[src/rtl/nmi_ack_pkg.sv]
package nmi_ack_pkg;
    localparam int ID_W = 10;
    typedef logic [ID_W-1:0] intid_t;

    localparam intid_t ID_SPECIAL_LO = intid_t'(1020);
    localparam intid_t ID_NMI_RSVD   = intid_t'(1022);
    localparam intid_t ID_SPURIOUS   = intid_t'(1023);

    typedef enum logic [1:0] {
        GRP_0   = 2'b00,
        GRP_1S  = 2'b01,
        GRP_1NS = 2'b10
    } grp_t;

    typedef enum logic [1:0] {
        ST_IDLE        = 2'b00,
        ST_NORMAL_RESP = 2'b01,
        ST_NMI_RESP    = 2'b10
    } state_t;
endpackage

[src/rtl/nmi_mask_check.sv]
module nmi_mask_check
    import nmi_ack_pkg::*;
#(
    parameter int PRIO_W = 8
) (
    input  logic [PRIO_W-1:0] prio,
    input  logic [PRIO_W-1:0] pmr,
    input  logic              is_nmi,
    input  grp_t              grp,
    input  logic              cpu_secure,
    input  logic              sec_disabled,
    output logic              masked
);
    // Half-range mask value that fences non-secure NMIs
    localparam logic [PRIO_W-1:0] NS_NMI_FLOOR = PRIO_W'(1) << (PRIO_W - 1);

    logic ns_nmi_guarded;

    always_comb begin
        ns_nmi_guarded = !sec_disabled && (grp == GRP_1NS);
        if (is_nmi) begin
            if (ns_nmi_guarded)
                masked = (pmr < NS_NMI_FLOOR) || (cpu_secure && (pmr == NS_NMI_FLOOR));
            else
                masked = 1'b0;
        end else begin
            masked = (prio >= pmr);
        end
    end
endmodule

[src/rtl/nmi_preempt_check.sv]
module nmi_preempt_check
    import nmi_ack_pkg::*;
#(
    parameter int PRIO_W = 8
) (
    input  logic [PRIO_W-1:0] prio,
    input  logic [PRIO_W-1:0] rpr,
    input  logic [PRIO_W-1:0] bpr_mask,
    input  logic              is_nmi,
    input  grp_t              grp,
    input  logic              act_nmi_g1s,
    input  logic              act_nmi_g1ns,
    output logic              preempt
);
    logic [PRIO_W-1:0] grp_prio;
    logic [PRIO_W-1:0] run_grp;
    logic              own_nmi_active;

    always_comb begin
        grp_prio = prio & bpr_mask;
        run_grp  = rpr & bpr_mask;
        unique case (grp)
            GRP_1S:  own_nmi_active = act_nmi_g1s;
            GRP_1NS: own_nmi_active = act_nmi_g1ns;
            default: own_nmi_active = 1'b0;
        endcase
        preempt = (grp_prio < rpr) ||
                  (is_nmi && (grp_prio == run_grp) && !own_nmi_active);
    end
endmodule

[src/rtl/nmi_ack_resolve.sv]
module nmi_ack_resolve
    import nmi_ack_pkg::*;
(
    input  logic   pend_valid,
    input  logic   masked,
    input  logic   preempt,
    input  intid_t pend_id,
    input  logic   is_nmi,
    input  logic   nmi_en,
    output intid_t normal_id,
    output logic   normal_act,
    output intid_t nmi_id,
    output logic   nmi_act
);
    logic can_take;
    logic special;

    always_comb begin
        can_take = pend_valid && !masked && preempt;
        special  = (pend_id >= ID_SPECIAL_LO);

        normal_id  = ID_SPURIOUS;
        normal_act = 1'b0;
        nmi_id     = ID_SPURIOUS;
        nmi_act    = 1'b0;

        if (can_take) begin
            if (special) begin
                normal_id = pend_id;
                nmi_id    = pend_id;
            end else begin
                if (is_nmi && nmi_en) begin
                    normal_id = ID_NMI_RSVD;
                end else begin
                    normal_id  = pend_id;
                    normal_act = 1'b1;
                end
                if (is_nmi) begin
                    nmi_id  = pend_id;
                    nmi_act = 1'b1;
                end
            end
        end
    end
endmodule

[src/rtl/nmi_ack_unit.sv]
module nmi_ack_unit
    import nmi_ack_pkg::*;
#(
    parameter int PRIO_W = 8
) (
    input  logic              clk,
    input  logic              rst_n,
    input  logic              rd_normal,
    input  logic              rd_nmi,
    input  logic              hppi_valid,
    input  logic [ID_W-1:0]   hppi_id,
    input  logic [PRIO_W-1:0] hppi_prio,
    input  logic [1:0]        hppi_grp,
    input  logic              hppi_nmi,
    input  logic [PRIO_W-1:0] pmr,
    input  logic [PRIO_W-1:0] rpr,
    input  logic [PRIO_W-1:0] bpr_mask,
    input  logic              act_nmi_g1s,
    input  logic              act_nmi_g1ns,
    input  logic              cpu_secure,
    input  logic              sec_disabled,
    input  logic              nmi_en,
    output logic              ack_valid,
    output logic [ID_W-1:0]   ack_id,
    output logic              act_pulse,
    output logic [ID_W-1:0]   act_id,
    output logic [1:0]        act_grp,
    output logic              act_nmi
);
    grp_t   grp_in;
    logic   masked;
    logic   preempt;
    intid_t normal_id;
    intid_t nmi_id;
    logic   normal_act;
    logic   nmi_act;

    state_t state_q;
    state_t state_d;
    intid_t id_q;
    logic   act_q;
    grp_t   grp_q;
    logic   nmi_q;

    assign grp_in = grp_t'(hppi_grp);

    nmi_mask_check #(.PRIO_W(PRIO_W)) u_mask (
        .prio         (hppi_prio),
        .pmr          (pmr),
        .is_nmi       (hppi_nmi),
        .grp          (grp_in),
        .cpu_secure   (cpu_secure),
        .sec_disabled (sec_disabled),
        .masked       (masked)
    );

    nmi_preempt_check #(.PRIO_W(PRIO_W)) u_preempt (
        .prio         (hppi_prio),
        .rpr          (rpr),
        .bpr_mask     (bpr_mask),
        .is_nmi       (hppi_nmi),
        .grp          (grp_in),
        .act_nmi_g1s  (act_nmi_g1s),
        .act_nmi_g1ns (act_nmi_g1ns),
        .preempt      (preempt)
    );

    nmi_ack_resolve u_resolve (
        .pend_valid (hppi_valid),
        .masked     (masked),
        .preempt    (preempt),
        .pend_id    (hppi_id),
        .is_nmi     (hppi_nmi),
        .nmi_en     (nmi_en),
        .normal_id  (normal_id),
        .normal_act (normal_act),
        .nmi_id     (nmi_id),
        .nmi_act    (nmi_act)
    );

    // Next-state logic
    always_comb begin
        state_d = state_q;
        unique case (state_q)
            ST_IDLE: begin
                if (rd_normal)
                    state_d = ST_NORMAL_RESP;
                else if (rd_nmi)
                    state_d = ST_NMI_RESP;
            end
            ST_NORMAL_RESP: state_d = ST_IDLE;
            ST_NMI_RESP:    state_d = ST_IDLE;
            default:        state_d = ST_IDLE;
        endcase
    end

    // State register and captured decision
    always_ff @(posedge clk) begin
        if (!rst_n) begin
            state_q <= ST_IDLE;
            id_q    <= ID_SPURIOUS;
            act_q   <= 1'b0;
            grp_q   <= GRP_0;
            nmi_q   <= 1'b0;
        end else begin
            state_q <= state_d;
            if (state_q == ST_IDLE) begin
                grp_q <= grp_in;
                nmi_q <= hppi_nmi;
                if (rd_normal) begin
                    id_q  <= normal_id;
                    act_q <= normal_act;
                end else if (rd_nmi) begin
                    id_q  <= nmi_id;
                    act_q <= nmi_act;
                end
            end
        end
    end

    // Outputs per state
    always_comb begin
        ack_valid = 1'b0;
        ack_id    = ID_SPURIOUS;
        act_pulse = 1'b0;
        act_id    = id_q;
        act_grp   = grp_q;
        act_nmi   = nmi_q;
        unique case (state_q)
            ST_IDLE: begin
                ack_valid = 1'b0;
            end
            ST_NORMAL_RESP, ST_NMI_RESP: begin
                ack_valid = 1'b1;
                ack_id    = id_q;
                act_pulse = act_q;
            end
            default: begin
                ack_valid = 1'b0;
            end
        endcase
    end
endmodule

[config.mk]
export PLATFORM = sky130hd
export DESIGN_NAME = nmi_ack_unit
export DESIGN_NICKNAME = d
export VERILOG_FILES = /design/src/rtl/nmi_ack_pkg.sv /design/src/rtl/nmi_mask_check.sv /design/src/rtl/nmi_preempt_check.sv /design/src/rtl/nmi_ack_resolve.sv /design/src/rtl/nmi_ack_unit.sv
export SDC_FILE = /design/constraint.sdc
export NUM_CORES = 1
export LEC_CHECK = 0
export ABC_AREA = 1
export ABC_CLOCK_PERIOD_IN_PS = 2400
export BUFFER_PORTS_ARGS = -buffer_cell sky130_fd_sc_hd__buf_2
export CAP_MARGIN = 20
export CORE_MARGIN = 4
export CORE_UTILIZATION = 45
export CTS_BUF_LIST = sky130_fd_sc_hd__clkbuf_4 sky130_fd_sc_hd__clkbuf_8
export DETAILED_ROUTE_END_ITERATION = 7
export HOLD_SLACK_MARGIN = 0.03
export PLACE_DENSITY = 0.75
export SYNTH_ARGS = -nofsm -noshare
export SYNTH_HDL_FRONTEND = slang
export SYNTH_HIERARCHICAL = 1
export SYNTH_SLANG_ARGS = --single-unit
[constraint.sdc]
create_clock -name clk -period 2.4 [get_ports clk]
set_input_delay 0.12 -clock clk [delete_from_list [all_inputs] [get_ports clk]]
set_output_delay 0.12 -clock clk [all_outputs]
set_load 0.05 [all_outputs]
# Yosys cells after proc, flatten, opt, wreduce, memory -nomap -nowiden
# Cells that the tools add are included.
op_classes:
  eq_ne: 6
  n_reduce_logical: 18
  bitwise_logic: 4
  order_cmp: 4
  muxes: 24
ops:
  columns: ["op", "count"]
  rows:
  - ["two-way mux 10 bit", 9]
  - ["bitwise AND 8 bit", 2]
  - ["two-way mux 1 bit", 14]
  - ["greater-or-equal comparator 10 bit (second input constant)", 1]
  - ["== test 8 bit", 1]
  - ["== test 8 bit (second input constant)", 1]
  - ["greater-or-equal comparator 8 bit", 1]
  - ["less-than comparator 8 bit", 1]
  - ["less-than comparator 8 bit (second input constant)", 1]
  - ["logical AND 1 bit", 7]
  - ["== test 2 x 1 -> 1 bit (second input constant)", 2]
  - ["== test 2 bit (second input constant)", 2]
  - ["AND reduction 2 bit", 2]
  - ["logical NOT 1 bit", 3]
  - ["OR reduction 3 bit", 1]
  - ["logical NOT 2 bit", 1]
  - ["logical OR 1 bit", 2]
  - ["NOT 1 bit", 2]
  - ["one-hot mux 1 bit (2 select lines)", 1]
  - ["nonzero test 2 bit", 1]
  - ["OR reduction 2 bit", 1]
word_totals:
  in_bits: 55
  register_bits: 16
  word_cells: 62
  out_inout_bits: 25

# Depth between registers and ports, before layout
logic_depth:
  word_depth: 11
  depth_mapped: 18
  depth_no_buf: 18

# Hierarchy
# Netlist, hierarchy kept.
by_module_without_submodules:
  columns: ["mod", "cells_each", "area_per_inst_um2", "n_inst", "seq_area_each_um2"]
  rows:
  - ["nmi_ack_unit", 133, 812.0, 1, 320.3]
  - ["nmi_preempt_check", 98, 465.4, 1, 0.0]
  - ["nmi_ack_resolve", 53, 276.5, 1, 0.0]
  - ["nmi_mask_check", 44, 256.5, 1, 0.0]

# Worst setup path before layout
# No wires, ideal clock.
synth_timing:
  kind: "flip-flop to output port"
  startpoint: "reg state_q[0]"
  endpoint: "out ack_id[0]"
  setup_slack_ps: 697
  stages_incl_launch_ff: 5
  t_arrival_ps: 1583
  cell_sequence: "dfxtp_1 -> inv_1 -> ha_1 -> clkbuf_1 -> nand2_1"
synth_between:
  elab_chain_len: 3
synth_lines:
  columns: ["element", "line_no", "text"]
  rows:
  - ["start, declared", "nmi_ack_unit.sv:38", "state_t state_q;"]
  - ["start signal, assigned", "nmi_ack_unit.sv:106", "state_q <= state_d;"]
  - ["== test 2 x 1 -> 1 bit / == test 2 bit (equally long branches)", "nmi_ack_unit.sv:129", "unique case (state_q)"]
  - ["OR reduction 2 bit (*)", "nmi_ack_unit.sv:129", null]
  - ["two-way mux 10 bit (*)", "nmi_ack_unit.sv:129", null]
  - ["end, declared", "nmi_ack_unit.sv:24", "output logic [ID_W-1:0] ack_id,"]
# Every way passes the cells marked *; elsewhere a longest branch is shown, timed or not.

# Worst setup path after layout
layout_timing:
  startpoint: "in pmr[5]"
  endpoint: "reg act_q"
layout_rtl:
  columns: ["element", "line_no", "text"]
  rows:
  - ["start, declared", "nmi_ack_unit.sv:15", "input logic [PRIO_W-1:0] pmr,"]
  - ["parallel branches: the longest is 4 deep, another holds less-than comparator 8 bit", null, null]
  - ["two-way mux 1 bit (*)", "nmi_mask_check.sv:21", "if (is_nmi) begin"]
  - ["net masked", "nmi_ack_unit.sv:31", "logic masked;"]
  - ["logical NOT 1 bit (*)", "nmi_ack_resolve.sv:19", "can_take = pend_valid && !masked && preempt;"]
  - ["logical AND 1 bit (*) (2 in series)", "nmi_ack_resolve.sv:19", null]
  - ["two-way mux 1 bit (*)", "nmi_ack_resolve.sv:27", "if (can_take) begin"]
  - ["net normal_act", "nmi_ack_unit.sv:35", "logic normal_act;"]
  - ["two-way mux 1 bit (*)", "nmi_ack_unit.sv:110", "if (rd_normal) begin"]
  - ["end signal, assigned", "nmi_ack_unit.sv:112", "act_q <= normal_act;"]
  - ["end signal, assigned", "nmi_ack_unit.sv:115", "act_q <= nmi_act;"]
  - ["end, declared", "nmi_ack_unit.sv:41", "logic act_q;"]
# Mark *: on every way through the listed nets, which the timed path passes. The select of a mux whose other input is x is not followed.
# A chain may end at the register's enable or synchronous reset.

==> impl_metrics.json <==
{
  "clock_path_buffers": 2,
  "max_freq_mhz": 611,
  "crit_buf_inv": 3,
  "antenna_found_initial": 0,
  "avgViaCountPerCell": 4.51,
  "grt_pass1_wl_mm": 7.29,
  "skew_ns": 0.00132,
  "ys_seq_elements": 16,
  "cp_max_fo": 21,
  "syn_area_per_cell_um2": 5.52,
  "seq_area_frac_synth_pct": 17.7,
  "finalSetupTns_ns": 0,
  "synth_warnings": 6,
  "wl_per_cell_um": 9.69,
  "synth_cell_types": 24,
  "worst-setup-path-type": "input pin to register",
  "start_util_pct": 48.0,
  "synth_edf_count": 0,
  "fin_ws_ns": 0.764,
  "dieArea_um2": 5100,
  "ir_worst_vdd_mv": 0.158,
  "worstPathRequired_ns": 2.59,
  "dpl-instance-area_um2": 2220,
  "layout.nets": 478,
  "cts_tree": "built",
  "drt_iter0_markers": 75,
  "clk_latency_ns": 0.25,
  "drt-pass1-iter-count": 4,
  "final_common_cell": "nand2_1",
  "r2r-start": "state_q[0]",
  "hold_violations": 0,
  "ys_async_sr_fraction_pct": 0,
  "timing.slew.headroom_pct": 67.0,
  "routed_wl_mm": 4.37,
  "critPathSlowestCell": "ha_1",
  "synth-main-ff-cell": "dfxtp_1",
  "post_cts_resized": 0,
  "grt_max_degree": 22,
  "period_needed_ns": 1.64,
  "cts_num_sinks": 16,
  "drc": 0,
  "p_leak_uw": 0.00148,
  "critPathLaunchType": "input pin",
  "cts_buffers": 3,
  "synthesis.area_um2": 1810,
  "r2r_setup_slack_ns": 1.20,
  "grt_use_total_pct": 17.0,
  "ctsRootBufferMaster": "clkbuf_8",
  "hold_ws_ns": 0.158,
  "syn-num-nets": 401,
  "num_rows": 22,
  "postCtsSetupBuffers": 0,
  "place_ws_ns": 0.507,
  "drive_gt1_share_pct": 23.8,
  "antenna_cells": 0,
  "die-width_um": 71.4,
  "worst_pin_slew_ns": 0.495,
  "portBuffers": 79,
  "syn_inst": 328,
  "grt-ovfl-total": 0,
  "max_cap_viol_count": 0,
  "critPathMaxStageDelay_ns": 0.30,
  "setup_viol_count_final": 0,
  "arrival_ns": 1.82,
  "clk_pin_slew_ns": 0.06,
  "status": "complete, no violations",
  "coreArea_um2": 3770,
  "power_density_nw_per_um2": 425,
  "final_antenna_net_count": 0,
  "period_share_pct": 68.2,
  "slew_viol_final": 0,
  "area_growth_pct": 24.7,
  "gp_congestion": 0.835,
  "rsz0062_at_grt": "no",
  "ios": 80,
  "htreeDepth": 1,
  "dp.final_hpwl_mm": 3.77,
  "final_cell_mix": "nand2_1, buf_2, inv_1",
  "critPathCaptureType": "register",
  "crit_start": "pmr[5]",
  "critical_path.cell_chain": "buf_2 -> inv_1 -> ha_1 -> a21oi_1 -> nor2_1 -> nor2_1 -> nand3_1 -> nand2_1 -> nand2_1 -> nor2_2 -> buf_4 -> nand2_1 -> nor2_1 -> nand2_1 -> nand2_1 -> nor2_1 -> nor2_1",
  "worst_path_dominant_cell_family": "simple AND/OR/NAND/NOR gates",
  "min_from": "hppi_grp[1]",
  "ctsHoldBuffers": 0,
  "grt_pass1_vias": 1786,
  "die_h_um": 71.4,
  "hold_path.class": "input pin to register",
  "final_cell_area_um2": 2260,
  "via_count": 2035
}
## layer usage
| layer | part of all wire (%) | track usage, % | wire (um) |
|---|---|---|---|
| met1 | 45 | 21.1 | 1960 |
| met2 | 47 | 30.8 | 2050 |
| met3 | 7.2 | 1.96 | 316 |
| met4 | 0.92 | 4.38 | 40 |
| met5 | 0 | 0 | 0 |
## tightest hold or removal path: stages
cell,delay (ns)
buf_2,0.12
nor2_1,0.05
nor2_1,0.08
## power breakdown
part	switching, uW	leakage (uW)	internal, uW
logic	312	0.00133	146
registers	15.6	0.000133	292
clock network	82.9	0.0000216	111
## cell usage after synthesis (all sizes together), types with 2 or more instances
cell type    n  area share, %
a21oi        6            1.7
buf          6            2.8
clkbuf       2           0.41
dfxtp       16             18
ha          18             12
inv         68             14
nand2      132             28
nand3       42             12
nand4        2           0.69
nor2        26            6.5
nor3         2           0.55
o21ai        6            1.9
## flip-flops by register name (all words and copies together), names as in the netlist
name and flops:
act_id 10, act_grp 2, state_q 2, act_nmi 1
act_q 1
## stage by stage
step | total power [uW] | util, % | std cells
floorplan | 649 | - | 328
global placement | 767 | 58.8 | 448
detailed placement | 773 | 58.8 | 448
CTS | 971 | 59.9 | 451
global route | 1040 | 59.9 | 451
finish | 960 | 59.9 | 451
## path summary, 6_finish.rpt
check	depth (start not counted)	to
worst max-delay path	17	act_q
worst min-delay path	3	act_grp[1]
worst max register to register	6	act_q
worst min register to register	2	state_q[0]
## cells by family after synthesis
| kind of cell | Yosys count | share of synthesized area [%] |
|---|---|---|
| AOI/OAI and AO/OA | 14 | 4.42 |
| buffers and inverters | 76 | 17.4 |
| and+or+nand+nor | 204 | 48.0 |
| adders and majority gates | 18 | 12.4 |
| DFF | 16 | 17.7 |
## final cells by class
cell class,count,area (um2)
clock buffers,3,41.3
fillers,380,1510
inverters,68,258
multi-input cells,236,1170
flip-flops and latches,16,320
well taps,48,60.1
repair buffers,80,403
Note: power is estimated with default switching activity, not from simulation.
